`src/rtl/sla_pkg.sv`:
```
package sla_pkg;
  // register select field inside an engine's window
  typedef enum logic [1:0] {
    SEL_FREEZE = 2'd0,
    SEL_STAT_A = 2'd1,
    SEL_STAT_B = 2'd2,
    SEL_RSVD   = 2'd3
  } reg_sel_e;

  localparam int SEL_W = 2;
endpackage

```
`src/rtl/sla_ack_pipe.sv`:
```
module sla_ack_pipe (
  input  logic clk,
  input  logic rst,
  input  logic freeze_i,
  input  logic enable_i,
  output logic ack_o
);
  logic seen_q;

  always_ff @(posedge clk) begin
    if (rst) begin
      seen_q <= 1'b0;
      ack_o  <= 1'b0;
    end else begin
      seen_q <= freeze_i & enable_i;
      ack_o  <= freeze_i & enable_i & seen_q;
    end
  end
endmodule

```
`src/rtl/sla_unit_arb.sv`:
```
module sla_unit_arb #(
  parameter  int CAND = 3,
  localparam int PW   = (CAND > 1) ? $clog2(CAND) : 1
) (
  input  logic            clk,
  input  logic            rst,
  input  logic [CAND-1:0] req_i,
  input  logic            freeze_i,
  output logic [CAND-1:0] own_o
);
  logic [PW-1:0]   ptr_q;
  logic [PW-1:0]   pick_idx;
  logic            pick_vld;
  logic [CAND-1:0] pick_oh;

  // round-robin search: slots after ptr first, then wrap to ptr and below
  always_comb begin
    pick_vld = 1'b0;
    pick_idx = '0;
    pick_oh  = '0;
    for (int c = 0; c < CAND; c++) begin
      if (!pick_vld && req_i[c] && (PW'(c) > ptr_q)) begin
        pick_vld   = 1'b1;
        pick_idx   = PW'(c);
        pick_oh[c] = 1'b1;
      end
    end
    for (int c = 0; c < CAND; c++) begin
      if (!pick_vld && req_i[c] && (PW'(c) <= ptr_q)) begin
        pick_vld   = 1'b1;
        pick_idx   = PW'(c);
        pick_oh[c] = 1'b1;
      end
    end
  end

  always_ff @(posedge clk) begin
    if (rst) begin
      own_o <= '0;
      ptr_q <= PW'(CAND - 1);
    end else if (!freeze_i) begin
      if (|own_o) begin
        if (!(|(own_o & req_i))) own_o <= '0;
      end else if (pick_vld) begin
        own_o <= pick_oh;
        ptr_q <= pick_idx;
      end
    end
  end
endmodule

```
`src/rtl/sla_regs.sv`:
```
module sla_regs
  import sla_pkg::*;
#(
  parameter  int NUM_DEC = 4,
  parameter  int NUM_ENH = 2,
  parameter  int DATA_W  = 32,
  localparam int NE      = NUM_DEC + NUM_ENH,
  localparam int ENG_AW  = (NE > 1) ? $clog2(NE) : 1,
  localparam int ADDR_W  = ENG_AW + SEL_W
) (
  input  logic              clk,
  input  logic              rst,
  input  logic              wr_i,
  input  logic [ADDR_W-1:0] addr_i,
  input  logic [DATA_W-1:0] wdata_i,
  input  logic [NE-1:0]     usage_i,
  input  logic [NE-1:0]     ack_i,
  output logic [NE-1:0]     freeze_o,
  output logic [DATA_W-1:0] rdata_o
);
  logic [ENG_AW-1:0] slot;
  reg_sel_e          sel;
  logic [DATA_W-1:0] rd_mux;
  logic              unused_wdata_hi;

  assign slot            = addr_i[ADDR_W-1:SEL_W];
  assign sel             = reg_sel_e'(addr_i[SEL_W-1:0]);
  assign unused_wdata_hi = ^wdata_i[DATA_W-1:1];

  always_ff @(posedge clk) begin
    if (rst) begin
      freeze_o <= '0;
    end else if (wr_i && sel == SEL_FREEZE) begin
      for (int e = 0; e < NE; e++)
        if (slot == ENG_AW'(e)) freeze_o[e] <= wdata_i[0];
    end
  end

  always_comb begin
    rd_mux = '0;
    for (int e = 0; e < NE; e++) begin
      if (slot == ENG_AW'(e)) begin
        if (e < NUM_DEC) begin
          case (sel)
            SEL_FREEZE: rd_mux[0] = freeze_o[e];
            SEL_STAT_A: begin
              rd_mux[0] = usage_i[e];
              rd_mux[1] = ack_i[e];
            end
            default: rd_mux = '0;
          endcase
        end else begin
          case (sel)
            SEL_FREEZE: rd_mux[0] = freeze_o[e];
            SEL_STAT_A: rd_mux[0] = ack_i[e];
            SEL_STAT_B: rd_mux[0] = usage_i[e];
            default:    rd_mux    = '0;
          endcase
        end
      end
    end
  end

  always_ff @(posedge clk) begin
    if (rst) rdata_o <= '0;
    else     rdata_o <= rd_mux;
  end
endmodule

```
`src/rtl/shared_lock_arbiter.sv`:
```
module shared_lock_arbiter
  import sla_pkg::*;
#(
  parameter  int NUM_UNIT     = 2,
  parameter  int DEC_PER_UNIT = 2,
  parameter  int DATA_W       = 32,
  localparam int NUM_DEC      = NUM_UNIT * DEC_PER_UNIT,
  localparam int NE           = NUM_DEC + NUM_UNIT,
  localparam int ENG_AW       = (NE > 1) ? $clog2(NE) : 1,
  localparam int ADDR_W       = ENG_AW + SEL_W
) (
  input  logic               clk,
  input  logic               rst,
  input  logic [NUM_DEC-1:0] dec_req_i,
  input  logic [NUM_DEC-1:0] dec_access_i,
  input  logic [NUM_UNIT-1:0] enh_req_i,
  input  logic               reg_wr_i,
  input  logic [ADDR_W-1:0]  reg_addr_i,
  input  logic [DATA_W-1:0]  reg_wdata_i,
  output logic [DATA_W-1:0]  reg_rdata_o,
  output logic [NUM_DEC-1:0] dec_own_o,
  output logic [NUM_UNIT-1:0] enh_own_o
);
  localparam int CAND = DEC_PER_UNIT + 1;

  logic [NE-1:0] acc_all;
  logic [NE-1:0] req_all;
  logic [NE-1:0] force_q;
  logic [NE-1:0] force_eff;
  logic [NE-1:0] ack_q;
  logic [NE-1:0] usage_all;

  assign acc_all   = {{NUM_UNIT{1'b1}}, dec_access_i};
  assign req_all   = {enh_req_i, dec_req_i} & acc_all;
  assign force_eff = force_q & acc_all;
  assign usage_all = {enh_own_o, dec_own_o};

  for (genvar u = 0; u < NUM_UNIT; u++) begin : g_unit
    logic [CAND-1:0] cand_req;
    logic [CAND-1:0] cand_own;
    logic            unit_frz;

    assign cand_req = {req_all[NUM_DEC+u], req_all[u*DEC_PER_UNIT +: DEC_PER_UNIT]};
    assign unit_frz = force_eff[NUM_DEC+u] |
                      (|force_eff[u*DEC_PER_UNIT +: DEC_PER_UNIT]);

    sla_unit_arb #(.CAND(CAND)) u_arb (
      .clk      (clk),
      .rst      (rst),
      .req_i    (cand_req),
      .freeze_i (unit_frz),
      .own_o    (cand_own)
    );

    assign dec_own_o[u*DEC_PER_UNIT +: DEC_PER_UNIT] = cand_own[DEC_PER_UNIT-1:0];
    assign enh_own_o[u]                              = cand_own[DEC_PER_UNIT];
  end

  for (genvar e = 0; e < NE; e++) begin : g_ack
    sla_ack_pipe u_ack (
      .clk      (clk),
      .rst      (rst),
      .freeze_i (force_q[e]),
      .enable_i (acc_all[e]),
      .ack_o    (ack_q[e])
    );
  end

  sla_regs #(
    .NUM_DEC (NUM_DEC),
    .NUM_ENH (NUM_UNIT),
    .DATA_W  (DATA_W)
  ) u_regs (
    .clk      (clk),
    .rst      (rst),
    .wr_i     (reg_wr_i),
    .addr_i   (reg_addr_i),
    .wdata_i  (reg_wdata_i),
    .usage_i  (usage_all),
    .ack_i    (ack_q),
    .freeze_o (force_q),
    .rdata_o  (reg_rdata_o)
  );
endmodule

```
`config.mk`:
```
export PLATFORM = sky130hd
export DESIGN_NAME = shared_lock_arbiter
export DESIGN_NICKNAME = d
export VERILOG_FILES = /design/src/rtl/sla_pkg.sv /design/src/rtl/sla_ack_pipe.sv /design/src/rtl/sla_unit_arb.sv /design/src/rtl/sla_regs.sv /design/src/rtl/shared_lock_arbiter.sv
export SDC_FILE = /design/constraint.sdc
export NUM_CORES = 1
export LEC_CHECK = 0
export BUFFER_PORTS_ARGS = -buffer_cell sky130_fd_sc_hd__clkbuf_2
export CORE_MARGIN = 1
export CORE_UTILIZATION = 45
export DETAILED_ROUTE_END_ITERATION = 8
export PLACE_DENSITY = 0.82
export SLEW_MARGIN = 15
export SYNTH_ARGS = -nofsm -noshare
export SYNTH_HDL_FRONTEND = slang
export SYNTH_HIERARCHICAL = 1
export SYNTH_SLANG_ARGS = --single-unit
export TNS_END_PERCENT = 30
```
`constraint.sdc`:
```
create_clock -name clk -period 1.6 [get_ports clk]
set_input_delay 0.24 -clock clk [delete_from_list [all_inputs] [get_ports clk]]
set_output_delay 0.24 -clock clk [all_outputs]
set_load 0.03 [all_outputs]
```
==> flow_summary.ini <==
[timing]
rsz0062_at_grt = no
finalSetupViolations = 0
whs_ns = 0.263
worstMarginPinSlew_ns = 0.518
report.final.hold_viol_count = 0
timing.fmax_mhz = 674
maxSlewHeadroom = 0.650
slew_viol_final = 0
tns_ns = 0
period_needed_ns = 1.48
skew_ns = 0.00384
finalCritPeriodShare = 0.927

[synth]
syn_inst = 168
syn_avg_cell_area_um2 = 10.2
synthArstFlopShare = 0
ys_ff_latch = 30
seq_area_frac_synth = 0.350
synth_edf_count = 0
netlist_area_mm2 = 0.00172
ys.warnings.count = 6
synth_top_flop_cell = dfxtp_1
synth_cell_types = 41

[global_route]
antenna_found_initial = 0
grt_overflow = 0
grt_pass1_wl_um = 5300
track_usage = 0.171
grt_max_degree = 15
first_global_vias = 1174

[setup_path]
crit_path_max_fanout = 4
critPathTopFamily = compound AO/OA/AOI/OAI gates
critical_path_buf_inv_count = 0
max_stage_delay_ns = 0.39
crit_path_end_kind = flip-flop
cp_slowest_cell = a221o_1
startpoint = u_regs/freeze_o[0]$_SDFFE_PP0P_
critPathRequiredTime_ns = 1.77
startpoint_type = flip-flop
critPathKind = flip-flop to flip-flop
arrival_ns = 1.65
crit_chain = a221o_1 > nor4_4 > o21ai_2 > a221o_1
reg2reg_from = u_regs/freeze_o[0]$_SDFFE_PP0P_
cpMostUsedCell = a221o_1

[clock_tree]
cts_root_buf = clkbuf_8
cts.sinks = 30
holdBufCountCts = 0
cts_setup_buffers = 0
cts_made_buffers = 5
cts_max_path_buffers = 2
cts_tree = done
htree_levels = 2
clk_pin_slew_ns = 0.06
clock_insertion_delay_worst_skew_ns = 0.28
cts_resized = 0

[routing]
vias = 1335
highest_layer = met4
drt_iter0_markers = 82
post_drt_wl_per_cell_um = 13.1
drc = 0
drt-pass1-iter-count = 4
routed_wl_um = 3340
met3_length_um = 202
dr_wl_met2_um = 1530
wl_met1_um = 1570
vias_per_cell = 5.24
postRouteAntennaNets = 0

[floorplanning]
die_w_um = 63.7
dieArea_mm2 = 0.00406
initial_utilization = 0.469
die_h_um = 63.7
coreArea_mm2 = 0.00366
rows = 22
io_pins = 88

[worst_hold_path]
hp-class = primary input to flip-flop
hp-start = dec_access_i[3]

[place]
gp_congestion = 0.778
portBuffers = 26
dp_hpwl_um = 2440

[job]
drv_cap = 0

[final_layout]
drive_above_1_share = 0.309
area_growth_syn_to_layout_pct = 11.7
final_common_cell = conb_1
mostFrequentLayoutCells = conb_1, dfxtp_1, clkbuf_2
num-nets-final = 256
diodes = 0

[power_and_ir_drop]
p_per_area_mw_per_mm2 = 914
ir_drop_uv = 456
leakage_nw = 0.848

[run_status]
status = finished clean
==> cells in the mapped netlist (all sizes together) (2+ instances only) <==
| library cell | instances | area (um2) |
|---|---|---|
| and4b | 6 | 60.1 |
| o21ai | 4 | 27.5 |
| buf | 35 | 262 |
| nor3 | 2 | 15.0 |
| o22ai | 4 | 25.0 |
| mux2i | 5 | 50.1 |
| and2 | 4 | 25.0 |
| nor4 | 2 | 42.5 |
| o32ai | 2 | 17.5 |
| o31ai | 3 | 22.5 |
| a31o | 2 | 17.5 |
| a22oi | 2 | 15.0 |
| and3b | 6 | 60.1 |
| nand3 | 2 | 10.0 |
| or3 | 3 | 20.0 |
| nor2b | 7 | 43.8 |
| a32o | 6 | 60.1 |
| nand2b | 9 | 63.8 |
| nand4 | 3 | 18.8 |
| and2b | 2 | 17.5 |
| a21oi | 10 | 50.1 |
| mux4 | 3 | 67.6 |
| dfxtp | 30 | 601 |
| a221o | 4 | 40.0 |
| o21bai | 2 | 15.0 |
| conb | 2 | 7.51 |
==> per-layer routing <==
metal	up-vias	track usage
met3	5	0.0625
met5	-	0
met2	57	0.254
li1	644	-
met1	629	0.218
met4	0	0.0824
==> kinds of logic after synthesis <==
| logic type | count (synthesis) | synth area share |
|---|---|---|
| other | 2 | 0.00438 |
| buffers and inverters | 36 | 0.155 |
| AOI/OAI and AO/OA | 39 | 0.169 |
| muxes | 9 | 0.0751 |
| and+or+nand+nor | 52 | 0.247 |
| DFF | 30 | 0.350 |
==> registers in the layout, summed over array words and instances (netlist names) <==
| register | flops |
|---|---|
| g_ack.u_ack/seen_q | 6 |
| g_unit.u_arb/ptr_q | 4 |
| g_ack.u_ack/ack_o | 6 |
| u_regs/freeze_o | 6 |
| g_unit.u_arb/own_o | 6 |
| u_regs/rdata_o | 2 |
==> path summary, 6_finish.rpt <==
check	end	cells after the start	slack, ns
setup reg to reg	g_unit[0].u_arb/ptr_q[1]$_SDFFE_PP1P_	4	0.12
hold reg to reg	g_ack[4].u_ack/ack_o$_SDFF_PP0_	1	0.49
hold / removal	g_ack[3].u_ack/seen_q$_SDFF_PP0_	2	0.26
setup / recovery	g_unit[0].u_arb/ptr_q[1]$_SDFFE_PP1P_	4	0.12
==> report_power, final <==
part	switching, mW	total (mW)	internal, mW
clock	0.272	0.618	0.346
combinational	0.221	0.331	0.111
sequential	0.0318	0.801	0.769
==> stage by stage <==
stage | cells | setup slack (ns) | instance area (um2) | power [mW] | utilization
after floorplan | 200 | 0.167 | 1840 | 1.13 | -
after global placement | 247 | 0.0974 | 1820 | 1.14 | 0.498
after detailed placement | 247 | 0.0800 | 1820 | 1.14 | 0.498
after CTS | 255 | 0.110 | 1920 | 1.77 | 0.523
after global routing | 255 | 0.0296 | 1920 | 1.83 | 0.523
final | 255 | 0.116 | 1920 | 1.75 | 0.523
==> layout make-up <==
| class | count | area (um2) |
|---|---|---|
| fill | 345 | 1750 |
| multi-input combinational | 134 | 970 |
| sequential | 30 | 601 |
| timing repair buffer | 34 | 190 |
| clock buffer | 7 | 86.3 |
| tap | 48 | 60.1 |
| clock inverter | 1 | 5.00 |
| inverter | 1 | 3.75 |
No activity file was read; power rests on OpenSTA's default activity.
